### config.mk
export PLATFORM = sky130hd
export DESIGN_NAME = alu_rot_skip
export DESIGN_NICKNAME = d
export VERILOG_FILES = /design/src/rtl/alu_rot_pkg.sv /design/src/rtl/alu_func_unit.sv /design/src/rtl/alu_rotator.sv /design/src/rtl/alu_skip_eval.sv /design/src/rtl/alu_rot_skip.sv
export SDC_FILE = /design/constraint.sdc
export NUM_CORES = 1
export LEC_CHECK = 0
export BUFFER_PORTS_ARGS = -buffer_cell sky130_fd_sc_hd__buf_2
export CAP_MARGIN = 15
export CORE_MARGIN = 3
export CORE_UTILIZATION = 62
export DETAILED_ROUTE_END_ITERATION = 12
export PLACE_DENSITY = 0.95
export SETUP_SLACK_MARGIN = 0.4
export SYNTH_ARGS = -nofsm -noshare
export SYNTH_HDL_FRONTEND = slang
export SYNTH_SLANG_ARGS = --single-unit
### constraint.sdc
create_clock -name vclk -period 20.9
set_input_delay 6.27 -clock vclk [all_inputs]
set_output_delay 6.27 -clock vclk [all_outputs]
set_load 0.1 [all_outputs]
### src/rtl/alu_rot_pkg.sv
package alu_rot_pkg;

    typedef enum logic [2:0] {
        FN_ADD  = 3'd0,
        FN_SUB  = 3'd1,
        FN_INC  = 3'd2,
        FN_DEC  = 3'd3,
        FN_AND  = 3'd4,
        FN_OR   = 3'd5,
        FN_XOR  = 3'd6,
        FN_PASS = 3'd7
    } fn_e;

    typedef enum logic [1:0] {
        SK_NEVER = 2'd0,
        SK_ZERO  = 2'd1,
        SK_NEG   = 2'd2,
        SK_READY = 2'd3
    } skip_e;

    localparam int ROT_CHOICES = 4;

    // Rotation distance selected by each rotate code.
    function automatic int rot_distance(input int code);
        case (code)
            0:       return 0;
            1:       return 1;
            2:       return 8;
            default: return 16;
        endcase
    endfunction

endpackage

### src/rtl/alu_func_unit.sv
module alu_func_unit
    import alu_rot_pkg::*;
#(
    parameter int WIDTH = 32
) (
    input  logic [WIDTH-1:0] a,
    input  logic [WIDTH-1:0] b,
    input  logic [2:0]       fn,
    output logic [WIDTH-1:0] y
);
    localparam logic [WIDTH-1:0] ONE = WIDTH'(1);

    always_comb begin
        unique case (fn_e'(fn))
            FN_ADD:  y = a + b;
            FN_SUB:  y = a - b;
            FN_INC:  y = b + ONE;
            FN_DEC:  y = b - ONE;
            FN_AND:  y = a & b;
            FN_OR:   y = a | b;
            FN_XOR:  y = a ^ b;
            FN_PASS: y = a;
        endcase
    end
endmodule

### src/rtl/alu_rotator.sv
module alu_rotator
    import alu_rot_pkg::*;
#(
    parameter int WIDTH = 32
) (
    input  logic [WIDTH-1:0] din,
    input  logic [1:0]       sel,
    output logic [WIDTH-1:0] dout
);
    logic [WIDTH-1:0] turned [ROT_CHOICES];

    for (genvar i = 0; i < ROT_CHOICES; i++) begin : g_amt
        localparam int K = rot_distance(i);
        if (K == 0) begin : g_none
            assign turned[i] = din;
        end else begin : g_turn
            assign turned[i] = {din[K-1:0], din[WIDTH-1:K]};
        end
    end

    assign dout = turned[sel];
endmodule

### src/rtl/alu_skip_eval.sv
module alu_skip_eval
    import alu_rot_pkg::*;
#(
    parameter int WIDTH = 32
) (
    input  logic [WIDTH-1:0] value,
    input  logic [1:0]       cond,
    input  logic             ready,
    output logic             take
);
    localparam int MSB = WIDTH - 1;

    always_comb begin
        unique case (skip_e'(cond))
            SK_NEVER: take = 1'b0;
            SK_ZERO:  take = (value == '0);
            SK_NEG:   take = value[MSB];
            SK_READY: take = ready;
        endcase
    end
endmodule

### src/rtl/alu_rot_skip.sv
module alu_rot_skip #(
    parameter int WIDTH = 32
) (
    input  logic [WIDTH-1:0] opnd_a,
    input  logic [WIDTH-1:0] opnd_b,
    input  logic [2:0]       func_sel,
    input  logic [1:0]       rot_sel,
    input  logic [1:0]       skip_sel,
    input  logic             in_ready,
    output logic [WIDTH-1:0] result,
    output logic             skip
);
    logic [WIDTH-1:0] raw;

    alu_func_unit #(.WIDTH(WIDTH)) u_func (
        .a(opnd_a), .b(opnd_b), .fn(func_sel), .y(raw)
    );

    alu_rotator #(.WIDTH(WIDTH)) u_rot (
        .din(raw), .sel(rot_sel), .dout(result)
    );

    alu_skip_eval #(.WIDTH(WIDTH)) u_skip (
        .value(result), .cond(skip_sel), .ready(in_ready), .take(skip)
    );
endmodule

==> metrics.txt <==
clock buf count=0; worst-path cell chain=buf_2, or3_4, or4_4, or3_1, or3_1, nand2b_1, or4_4, nor3_2, xnor2_1, o21ai_0, ha_1, nand4_1, a2111oi_0, o21a_1, nor3_1, nor4_1, o31ai_1, or4_1, or4_1, nor4_2, a21o_1, buf_2; count of input and output buffers=105; post-CTS sizing=0; initial antenna violation count=2; startpoint types=primary input; Place WS=1.830 ns; Synth area leaders=ha_1 18%, mux4_2 7.2%, inv_1 5.0%, a21oi_1 4.8%, nor2_1 4.4%; first-pass GRT wire length=53600 um; Cells after DPL=1523; Slew @ Worst Pin=1.198 ns; critical path's slowest cell=a2111oi_0; count leader, synth=ha_1; Die H=126.9 um; largest family of logic cells by synthesized area=compound AO/OA/AOI/OAI gates; gpl congestion=1.074; Setup TNS=0 ns; final hold violations=0; WL met3=4779 um; post-route ant nets=0; WL met2=15030 um; Post-Syn Area=9056 um^2; DR WL/cell=22.75 um; cts hold-fix bufs=0; Req. time, crit path=14.63 ns; die area=16090 um^2; Post-synth top cells=127 x ha_1, 121 x inv_1, 105 x nor2_1; DRC=0; Crit Path Class=primary input to primary output; Slew Limit Fails=0; HP Class=primary input to primary output; die span in x=126.9 um; FF+latch count=0; Synth Warn #=0; area grow syn2layout=5.554%; router iterations before antenna repair=6; unrepaired setup endpoints after global routing=no; Synth Area in XOR/XNOR=0.04918; Net count, final=1546; crit end category=primary output; initial core utilization=0.6425; fin crit share=0.9187; Synth Area in Simple Gates=0.2549; CP Max Fanout=7; placement row count=43; final wirelength=34650 um; HPWL Detailed=27780 um; # fillers=1275; hold_ws=13.07 ns; Placed Area=9559 um^2; global route total overflow=0; DR iter-0 viols=1728; Post-Synth Adder-Cell Area=0.1799; share of the synthesized area in the top cell type=0.1755; All-Layer GR Usage=0.4074; IO Pins=105; max-cap violation count=0; outcome=finished clean; Register Area=0 um^2; post-synthesis cell type count=100; CP Launch Point=opnd_a[6]; post-synth net total=1509; post-synthesis mux area share=0.1002; top sig layer=met5; P_leak=4.212 nW; Hold Path Origin=skip_sel[1]; Final WS setup=1.700 ns; non-filler instance count after layout=1523; largest net degree at the start of global routing=46; core area=14100 um^2; Gate Count Post-Synth=1308; dominant cell type by area after synthesis=ha_1; final setup violation count=0; M1 WL=12710 um; post-synthesis compound-gate area fraction=0.3255; Final Cell Area=9559 um^2; slowest stage delay, CP=0.64 ns; DR vias/cell=7.269; worst rel slew slack=0.2014; Fmax achieved=0.05208 GHz; syn_area_per_cell=6.924 um^2; vias in the first global route=10100; share of cells above drive strength 1=0.1400; post-synthesis sequential area ratio=0; VDD IR max=0.03423 mV; Post-CTS Setup Bufs=0; Final min period=19.20 ns; # diodes=0; Power Density=42.54 nW/um^2; CP arrival=12.93 ns; total number of vias=11070
[logic make-up (layout without fill, tap and decap cells)]
| family | after synthesis | after routing |
|---|---|---|
| adders and majority gates | 129 | 129 |
| muxes | 54 | 54 |
| xor gates and xnor gates | 50 | 50 |
| and+or+nand+nor | 446 | 446 |
| buffers and inverters | 206 | 241 |
| AOI/OAI and AO/OA | 423 | 423 |
[critical path, delay by kind of cell]
| family | cells | cell delay (ns) |
|---|---|---|
| AO/OA/AOI/OAI | 5 | 1.19 |
| buffers and inverters | 2 | 0.56 |
| adder cells (fa/ha/maj) | 1 | 0.43 |
| XOR/XNOR | 1 | 0.14 |
| AND/OR/NAND/NOR | 13 | 4.32 |
[power by group]
group,internal (W),total [W],leakage (nW),switching [W]
Sequential,0,0,0,0
Combinational,0.000118,0.000407,4.21,0.000289
Clock,0,0,0,0
[worst paths after layout]
| check | slack (ns) | to | depth (start not counted) |
|---|---|---|---|
| setup / recovery | 1.70 | skip | 22 |
| hold / removal | 13.07 | skip | 3 |
[per-stage QoR]
| stage | total power (W) | utilization |
|---|---|---|
| after global routing | 0.0004277 | 0.6781 |
| after detailed placement | 0.0003925 | 0.6781 |
| after global placement | 0.0003882 | 0.6781 |
| final | 0.0004067 | 0.6781 |
| after CTS | 0.0003941 | 0.6781 |
| after floorplan | 0.0003002 | - |
[cell usage in the layout (no fill, tap or decap), drive strengths merged, types with 5 or more instances in the layout]
cell type | synthesis | routed
ha | 127 | 127
inv | 121 | 121
buf | 31 | 119
nor2 | 105 | 105
nand2 | 95 | 95
a21oi | 88 | 88
o21ai | 80 | 80
nor3 | 55 | 55
xnor2 | 42 | 42
nor4 | 32 | 32
nand3 | 30 | 30
mux4 | 29 | 29
o211ai | 28 | 28
a211oi | 23 | 23
o21a | 22 | 22
a21o | 22 | 22
mux2i | 22 | 22
nor2b | 21 | 21
o31ai | 18 | 18
nand4 | 17 | 17
or3 | 17 | 17
nand2b | 15 | 15
and3 | 13 | 13
o22ai | 11 | 11
a31oi | 11 | 11
or4 | 10 | 10
a211o | 9 | 9
a22oi | 9 | 9
and2 | 9 | 9
xor2 | 8 | 8
o2111ai | 7 | 7
a221oi | 7 | 7
o211a | 6 | 6
and4 | 6 | 6
o221ai | 6 | 6
o31a | 6 | 6
or2 | 6 | 6
nor3b | 5 | 5
[area by class of cell]
cell class,count,area [um^2],share of cell area
multi-input cells,1102,8245,0.8626
well taps,180,225.2,0.02356
inverters,122,457.9,0.04791
repair buffers,119,630.6,0.06597
[layer usage]
layer | vias up | track usage
met4 | 4 | 0.1905
met5 | - | 0
li1 | 4990 | -
met2 | 860 | 0.6469
met3 | 189 | 0.09516
met1 | 5027 | 0.5219
(Power assumes the default switching activity.)
